$ cat config.mk
export PLATFORM = sky130hd
export DESIGN_NAME = as_cfg_loader
export DESIGN_NICKNAME = d
export VERILOG_FILES = /design/src/rtl/as_cfg_pkg.sv /design/src/rtl/as_sck_gen.sv /design/src/rtl/as_por_timer.sv /design/src/rtl/as_rx_packer.sv /design/src/rtl/as_cfg_loader.sv
export SDC_FILE = /design/constraint.sdc
export NUM_CORES = 1
export LEC_CHECK = 0
export BUFFER_PORTS_ARGS = -buffer_cell sky130_fd_sc_hd__clkbuf_2
export CAP_MARGIN = 20
export CORE_MARGIN = 2
export CORE_UTILIZATION = 40
export CTS_CLUSTER_SIZE = 8
export DETAILED_ROUTE_END_ITERATION = 10
export SKIP_CTS_REPAIR_TIMING = 1
export SLEW_MARGIN = 0
export SYNTH_ARGS = -nofsm -noshare
export SYNTH_HDL_FRONTEND = slang
export SYNTH_HIERARCHICAL = 1
export SYNTH_SLANG_ARGS = --single-unit
$ cat constraint.sdc
create_clock -name clk -period 3.6 [get_ports clk]
set_clock_uncertainty 0.1 [all_clocks]
set_input_delay 0 -clock clk [delete_from_list [all_inputs] [get_ports clk]]
set_output_delay 0 -clock clk [all_outputs]
set_load 0.05 [all_outputs]
$ cat src/rtl/as_cfg_pkg.sv
package as_cfg_pkg;

    typedef enum logic [2:0] {
        ST_POR,
        ST_CMD,
        ST_DATA,
        ST_FINISH,
        ST_INIT,
        ST_USER
    } ld_state_t;

    localparam int unsigned CMD_BITS  = 32;
    localparam logic [7:0]  RD_OPCODE = 8'h03;

endpackage

$ cat src/rtl/as_sck_gen.sv
module as_sck_gen #(
    parameter int unsigned HALF_DIV = 3
) (
    input  logic clk,
    input  logic rst_n,
    input  logic run,
    output logic sck_q,
    output logic rise_p,
    output logic fall_p
);
    localparam int unsigned CW = (HALF_DIV > 1) ? $clog2(HALF_DIV) : 1;
    localparam logic [CW-1:0] LAST = CW'(HALF_DIV - 1);

    logic [CW-1:0] cnt;

    // A high phase always completes; a low phase only ends while run is set.
    always_ff @(posedge clk or negedge rst_n) begin
        if (!rst_n) begin
            cnt    <= '0;
            sck_q  <= 1'b0;
            rise_p <= 1'b0;
            fall_p <= 1'b0;
        end else begin
            rise_p <= 1'b0;
            fall_p <= 1'b0;
            if (sck_q) begin
                if (cnt == LAST) begin
                    sck_q  <= 1'b0;
                    fall_p <= 1'b1;
                    cnt    <= '0;
                end else begin
                    cnt <= cnt + 1'b1;
                end
            end else if (!run) begin
                cnt <= '0;
            end else if (cnt == LAST) begin
                sck_q  <= 1'b1;
                rise_p <= 1'b1;
                cnt    <= '0;
            end else begin
                cnt <= cnt + 1'b1;
            end
        end
    end

endmodule

$ cat src/rtl/as_por_timer.sv
module as_por_timer #(
    parameter int unsigned POR_WAIT = 10_000_000
) (
    input  logic clk,
    input  logic rst_n,
    output logic done
);
    localparam int unsigned PW = $clog2(POR_WAIT + 1);
    localparam logic [PW-1:0] LAST = PW'(POR_WAIT - 1);

    logic [PW-1:0] cnt;

    always_ff @(posedge clk or negedge rst_n) begin
        if (!rst_n) begin
            cnt  <= '0;
            done <= 1'b0;
        end else if (!done) begin
            if (cnt == LAST) begin
                done <= 1'b1;
            end else begin
                cnt <= cnt + 1'b1;
            end
        end
    end

endmodule

$ cat src/rtl/as_rx_packer.sv
module as_rx_packer (
    input  logic       clk,
    input  logic       rst_n,
    input  logic       shift_en,
    input  logic       bit_in,
    input  logic       out_ready,
    output logic [7:0] out_data,
    output logic       out_valid,
    output logic       last_bit
);
    logic [6:0] sr;
    logic [2:0] bcnt;

    assign last_bit = (bcnt == 3'd7);

    always_ff @(posedge clk or negedge rst_n) begin
        if (!rst_n) begin
            sr        <= '0;
            bcnt      <= '0;
            out_data  <= '0;
            out_valid <= 1'b0;
        end else begin
            if (out_valid && out_ready) begin
                out_valid <= 1'b0;
            end
            if (shift_en) begin
                sr   <= {sr[5:0], bit_in};
                bcnt <= bcnt + 1'b1;
                if (last_bit) begin
                    out_data  <= {sr, bit_in};
                    out_valid <= 1'b1;
                end
            end
        end
    end


    hold_stable_chk: assert property (@(posedge clk) disable iff (!rst_n)
        (out_valid && !out_ready) |=> (out_valid && $stable(out_data)));


    no_overrun_chk: assert property (@(posedge clk) disable iff (!rst_n)
        (shift_en && last_bit) |-> !out_valid);

endmodule

$ cat src/rtl/as_cfg_loader.sv
module as_cfg_loader
    import as_cfg_pkg::*;
#(
    parameter int unsigned HALF_DIV    = 3,
    parameter int unsigned POR_WAIT    = 10_000_000,
    parameter int unsigned TOTAL_BYTES = 65536,
    parameter logic [23:0] START_ADDR  = 24'h000000,
    parameter int unsigned INIT_CLKS   = 136
) (
    input  logic       clk,
    input  logic       rst_n,
    output logic       flash_sck,
    output logic       flash_cs_n,
    output logic       flash_mosi,
    input  logic       flash_miso,
    output logic       status_n,
    output logic       cfg_done,
    output logic       init_done,
    output logic       user_io_en,
    output logic [7:0] byte_data,
    output logic       byte_valid,
    input  logic       byte_ready
);
    localparam int unsigned BCW = $clog2(TOTAL_BYTES + 1);
    localparam int unsigned ICW = $clog2(INIT_CLKS + 1);
    localparam logic [31:0] CMD_WORD = {RD_OPCODE, START_ADDR};
    localparam logic [5:0] CMD_LAST = 6'(CMD_BITS);

    ld_state_t state, nxt;

    logic           sck_q, rise_p, fall_p, run;
    logic           por_done;
    logic           shift_en, last_bit;
    logic           cs_n_int;
    logic [31:0]    cmd_sr;
    logic [5:0]     cmd_cnt;
    logic [BCW-1:0] byte_cnt;
    logic [ICW-1:0] init_cnt;

    as_sck_gen #(.HALF_DIV(HALF_DIV)) u_sck (
        .clk    (clk),
        .rst_n  (rst_n),
        .run    (run),
        .sck_q  (sck_q),
        .rise_p (rise_p),
        .fall_p (fall_p)
    );

    as_por_timer #(.POR_WAIT(POR_WAIT)) u_por (
        .clk   (clk),
        .rst_n (rst_n),
        .done  (por_done)
    );

    as_rx_packer u_pack (
        .clk       (clk),
        .rst_n     (rst_n),
        .shift_en  (shift_en),
        .bit_in    (flash_miso),
        .out_ready (byte_ready),
        .out_data  (byte_data),
        .out_valid (byte_valid),
        .last_bit  (last_bit)
    );

    assign shift_en = rise_p && (state == ST_DATA);

    // State register
    always_ff @(posedge clk or negedge rst_n) begin
        if (!rst_n) begin
            state <= ST_POR;
        end else begin
            state <= nxt;
        end
    end

    // Transitions
    always_comb begin
        nxt = state;
        unique case (state)
            ST_POR:    if (por_done) nxt = ST_CMD;
            ST_CMD:    if (fall_p && cmd_cnt == CMD_LAST) nxt = ST_DATA;
            ST_DATA:   if (shift_en && last_bit &&
                           byte_cnt == BCW'(TOTAL_BYTES - 1)) nxt = ST_FINISH;
            ST_FINISH: if (!sck_q && !byte_valid) nxt = ST_INIT;
            ST_INIT:   if (rise_p && init_cnt == ICW'(INIT_CLKS - 1)) nxt = ST_USER;
            ST_USER:   nxt = ST_USER;
            default:   nxt = ST_POR;
        endcase
    end

    // Counters and command shifter
    always_ff @(posedge clk or negedge rst_n) begin
        if (!rst_n) begin
            cmd_sr   <= CMD_WORD;
            cmd_cnt  <= '0;
            byte_cnt <= '0;
            init_cnt <= '0;
        end else begin
            case (state)
                ST_POR: begin
                    cmd_sr   <= CMD_WORD;
                    cmd_cnt  <= '0;
                    byte_cnt <= '0;
                    init_cnt <= '0;
                end
                ST_CMD: begin
                    if (rise_p) cmd_cnt <= cmd_cnt + 1'b1;
                    if (fall_p) cmd_sr  <= {cmd_sr[30:0], 1'b0};
                end
                ST_DATA: begin
                    if (shift_en && last_bit) byte_cnt <= byte_cnt + 1'b1;
                end
                ST_INIT: begin
                    if (rise_p) init_cnt <= init_cnt + 1'b1;
                end
                default: ;
            endcase
        end
    end

    // Outputs
    always_comb begin
        status_n   = 1'b1;
        cfg_done   = 1'b0;
        init_done  = 1'b0;
        user_io_en = 1'b0;
        cs_n_int   = 1'b1;
        run        = 1'b0;
        flash_mosi = 1'b0;
        unique case (state)
            ST_POR: begin
                status_n = 1'b0;
            end
            ST_CMD: begin
                cs_n_int   = 1'b0;
                run        = 1'b1;
                flash_mosi = cmd_sr[31];
            end
            ST_DATA: begin
                cs_n_int = 1'b0;
                run      = !(byte_valid && last_bit);
            end
            ST_FINISH: begin
                cs_n_int = 1'b0;
            end
            ST_INIT: begin
                cfg_done = 1'b1;
                run      = 1'b1;
            end
            ST_USER: begin
                cfg_done   = 1'b1;
                init_done  = 1'b1;
                user_io_en = 1'b1;
            end
            default: ;
        endcase
    end

    assign flash_cs_n = cs_n_int;
    assign flash_sck  = sck_q && !cs_n_int;


    cs_after_status_chk: assert property (@(posedge clk) disable iff (!rst_n)
        !flash_cs_n |-> status_n);


    mosi_stable_chk: assert property (@(posedge clk) disable iff (!rst_n)
        (!flash_cs_n && !$past(flash_cs_n) && flash_sck) |-> $stable(flash_mosi));


    done_quiet_chk: assert property (@(posedge clk) disable iff (!rst_n)
        cfg_done |-> (flash_cs_n && !flash_sck));


    init_order_chk: assert property (@(posedge clk) disable iff (!rst_n)
        $rose(init_done) |-> (cfg_done && $past(cfg_done)));

endmodule

# After elaboration in Yosys (flattened, before gate mapping)
# Index checks and enable logic that the tools add are counted.
[classes]
add_sub_neg = 6
eq_ne = 20
mux = 34
n_bitwise = 2
n_reduce_logical = 26
[op_table]
columns = ["operator", "count"]
rows = [
  ["case mux 32 bit (2 select lines)", 1],
  ["case mux 17 bit (2 select lines)", 1],
  ["two-way mux 32 bit", 1],
  ["adder 24 x 1 -> 24 bit (second input constant)", 1],
  ["== test 24 bit (second input constant)", 1],
  ["case mux 3 bit (6 select lines)", 1],
  ["adder 17 x 1 -> 17 bit (second input constant)", 1],
  ["== test 17 x 16 -> 1 bit (second input constant)", 1],
  ["two-way mux 17 bit", 1],
  ["two-way mux 1 bit", 16],
  ["case mux 8 bit (2 select lines)", 1],
  ["two-way mux 3 bit", 5],
  ["inequality test 2 x 1 -> 1 bit (second input constant)", 6],
  ["case mux 6 bit (2 select lines)", 1],
  ["AND reduction 2 bit", 6],
  ["== test 3 bit (second input constant)", 3],
  ["logical AND 1 bit", 9],
  ["adder 8 x 1 -> 8 bit (second input constant)", 1],
  ["== test 8 bit (second input constant)", 1],
  ["two-way mux 8 bit", 1],
  ["adder 6 x 1 -> 6 bit (second input constant)", 1],
  ["== test 3 x 2 -> 1 bit (second input constant)", 2],
  ["== test 6 bit (second input constant)", 1],
  ["two-way mux 2 bit", 3],
  ["14 further kinds", 22],
]
[word_totals]
ff_bits = 115
out_inout_bits = 16
wordCells = 103

# Logic depth before layout (Yosys ltp)
[depth]
ltp_word = 6
ltp_mapped = 7

# Cells and area by module
# Netlist, hierarchy kept.
[modules_own_cells]
columns = ["mod", "n_inst", "cells_per_inst", "area_per_inst_um2", "seq_area_each_um2"]
rows = [
  ["as_cfg_loader", 1, 258, 2298.5, 1053.5],
  ["as_por_timer", 1, 109, 1187.4, 625.6],
  ["as_rx_packer", 1, 43, 723.2, 475.5],
  ["as_sck_gen", 1, 13, 176.4, 125.1],
]

# Least setup slack after synthesis
# Ideal clock, no wire load.
[synth_timing]
path_type = "flip-flop to output port"
start = "register state[2]"
end = "output port user_io_en"
arrival_time_ns = 2.343
required_time_ns = 3.500
setup_slack_ns = 1.157
stages_incl_launch_ff = 6
cell_sequence = "dfrtp_1 buf_6 clkbuf_1 nor2b_1 and2_1 buf_4"
[synth_via]
elab_chain_cells = 2
[synth_lines]
columns = ["element", "line_no", "rtl"]
rows = [
  ["start: declaration", "as_cfg_loader.sv:29", "ld_state_t state, nxt;"],
  ["start signal: assignment", "as_cfg_loader.sv:73", "state <= nxt;"],
  ["== test 3 bit", "n/a", ""],
  ["two-way mux 1 bit", "n/a", ""],
  ["end: declaration", "as_cfg_loader.sv:19", "output logic user_io_en,"],
]
# No other way between the ends.

# Final worst setup path
[layout_timing]
start = "register state[0]"
end = "register u_pack.out_data[1]"
[layout_via]
elab_chain_cells = 3
[layout_lines]
columns = ["element", "line_no", "rtl"]
rows = [
  ["== test 3 x 2 -> 1 bit", "as_cfg_loader.sv:66", "assign shift_en = rise_p && (state == ST_DATA);"],
  ["logical AND 1 bit", "as_cfg_loader.sv:66", ""],
  ["net shift_en", "as_cfg_loader.sv:33", "logic shift_en, last_bit;"],
  ["AND reduction 2 bit (no line)", "n/a", ""],
  ["end signal: assignment", "as_rx_packer.sv:30", "out_data <= {sr, bit_in};"],
  ["end: declaration", "as_rx_packer.sv:7", "output logic [7:0] out_data,"],
]
# The timed path passes the listed nets, and every way through them passes these cells.
# A chain may end at the register's enable or synchronous reset.

==> reports/results.txt <==
Status - finished clean
Via count - 3077
Wire length per cell - 13.6 um
Post-synthesis cell area - 4390 sq um
Yosys warns - 6
Power after layout - 0.00174 W
Clock root cell - clkbuf_8
Most common cell after layout, fill and taps aside - dfrtp_1
Die footprint - 11800 sq um
Worst-case vdd ir drop - 0.180 mV
Area delta synth->final - 9.90%
Mapped Cells - 423
Seq cells post-synth - 91
Worst Path Arrival - 2490 ps
Placement row count - 38
Min cycle time layout - 2350 ps
Critical path class - flop to flop
WL final - 7990 um
Clock Latency Late Sink - 370 ps
Initial drt markers - 163
Die width - 109 um
Async SR Flop Fraction - 100%
Clock sink count - 91
GRT Residual Overflow - 0
Sw Share - 22.3%
Net count after synthesis - 435
CTS clk-pin slew, worst paths - 90 ps
Combinational Power Share - 1.6%
GPL Wtd Cong - 0.804
Core area - 10700 sq um
Slew Limit Fails - 0
Vias/cell - 5.23
Startpoint types - flop
Final core utilization - 44.9%
Fin cells - 588
Total Nets Final - 455
CTS Buffer Depth - 2
Rel. slew slack - 39.5%
Cells after DPL - 569
PortBufs - 19
Fmax - 426 MHz
Antenna Cells - 0
Largest net degree at the start of global routing - 70
Boundary pin count - 20
Sequential share of power - 58.8%
Global-route wire length before repair - 14400 um
Setup slack, reg-to-reg - 1250 ps
Leakage - 2.07 nW
Most frequent cells in the layout - dfrtp_1 (89), nor2_1 (40), nand2_1 (34), xnor2_1 (27), inv_1 (21)
TritonCTS buffer count - 9
Detailed Place HPWL - 5440 um
Post-synth cell types - 53
Required @ worst endpoint - 3750 ps
Worst-Margin Slew - 896 ps
Main synth FF type - dfrtp_1
NetSw - 0.000387 W
H-tree Lvls - 3
Hold/Removal Path Class - input pin to asynchronous set/reset pin
P_int - 0.00135 W
Sequential area share after synthesis - 52.0%
Initial antenna violation count - 0
Vias in the first global route - 3069
Routed Antenna Nets - 0
CP Capture Type - flop
CTS tree - yes
Final hold vios - 0
Clock share of power - 39.6%
Share of layout cells above drive strength 1 - 15.0%
Synthesized area per cell - 10.4 sq um
RSZ-0062 raised after global routing - false
Fin crit share - 65.2%
Setup tns final - 0 ps
Final setup viols - 0
Total DRC errors in the routed layout - 0
CP Max Fanout - 26
Starting Density - 40.8%
Pwr per Cell Area - 361 nW/um^2
Height of the chip - 109 um
EDFF count, synth - 0
Drt pass-1 iters - 5
Total track usage - 15.4%
Max cap viols - 0
[state kept, by name (all words and copies together) (netlist names)]
register and cells:
byte_cnt 17, u_pack/out_valid 1, u_sck/sck_q 1, init_cnt 8, u_sck/cnt 2, u_sck/fall_p 1
cmd_sr 8, u_pack/bcnt 3, u_por/done 1, cmd_cnt 6, state 3, u_pack/sr 7
u_sck/rise_p 1, u_pack/out_data 8, u_por/cnt 24
[critical path: stages (launching register included)]
cell	delay, ps
dfrtp_1	670
nor2_1	270
and3_1	550
nand2_2	290
mux2_2	350
[cell type report]
type | count | area (sq um)
multi-input combinational | 296 | 1950
sequential | 91 | 2280
fill | 1038 | 5930
timing repair buffer | 24 | 143
inverter | 21 | 78.8
clock buffer | 11 | 131
tap | 140 | 175
clock inverter | 5 | 61.3
[layer usage]
metal / GRT usage, % / share of wire (%) / up-vias
met5: 0 / 0 / -
met4: 6.87 / 1.9 / 0
met3: 2.87 / 2.6 / 14
met2: 23.2 / 44 / 40
met1: 21.7 / 51 / 1503
li1: - / - / 1520
[cell usage after synthesis (all sizes together) (6+ instances only)]
cell type   n  area share, %
dfrtp      89             51
nor2       40            3.4
nand2      35            3.1
xnor2      27            5.4
inv        21            1.8
nand3      19            2.2
mux2       18            4.6
nand4      17            2.4
o21ai      17            1.9
nor3       14            1.6
xor2       12            2.4
a21oi      10            1.1
and3        9            1.3
clkbuf      9           0.80
ha          8            2.3
a22o        7            1.4
nor4        7            1.3
buf         6            1.1
[power groups by stage]
| stage | clock, W | sequential [W] | combinational, W |
|---|---|---|---|
| finish | 0.000688 | 0.00102 | 0.0000276 |
| global route | 0.000752 | 0.00102 | 0.0000333 |
| CTS | 0.000718 | 0.00102 | 0.0000270 |
| detailed placement | 0 | 0.00104 | 0.0000270 |
| global placement | 0 | 0.00104 | 0.0000268 |
| floorplan | 0 | 0.00104 | 0.000000501 |
[path summary, 6_finish.rpt]
path                                       to  depth (start not counted)          start
max                        u_pack/out_data[1]                          4       state[0]
min                               byte_cnt[9]                          2          rst_n
max reg2reg                u_pack/out_data[1]                          4       state[0]
min reg2reg                     u_por/cnt[23]                          1  u_por/cnt[23]
max in group asynchronous      u_pack/bcnt[0]                          3          rst_n
min in group clk             u_pack/out_valid                          3     byte_ready
[through the flow]
stage          instance area, sq um  hold slack, ps  setup WS [ps]
2_1_floorplan                  4390            -396           1160
3_3_place_gp                   4600            85.7           1260
3_5_place_dp                   4600            87.0           1220
4_1_cts                        4790            -322           1210
5_1_grt                        4820             267           1020
6_report                       4820             202           1250
[kinds of logic (layout without fill, tap and decap cells)]
logic type      Yosys count  after routing  share of synthesized area, %
mux                      21             21                          5.31
xor+xnor                 39             39                          7.79
flops                    91             91                          52.0
buf+inv                  36             61                          3.65
simple gates            179            179                          22.0
compound gates           49             49                          6.99
fa+ha+maj                 8              8                          2.28
No activity file was read; power rests on OpenSTA's default activity.
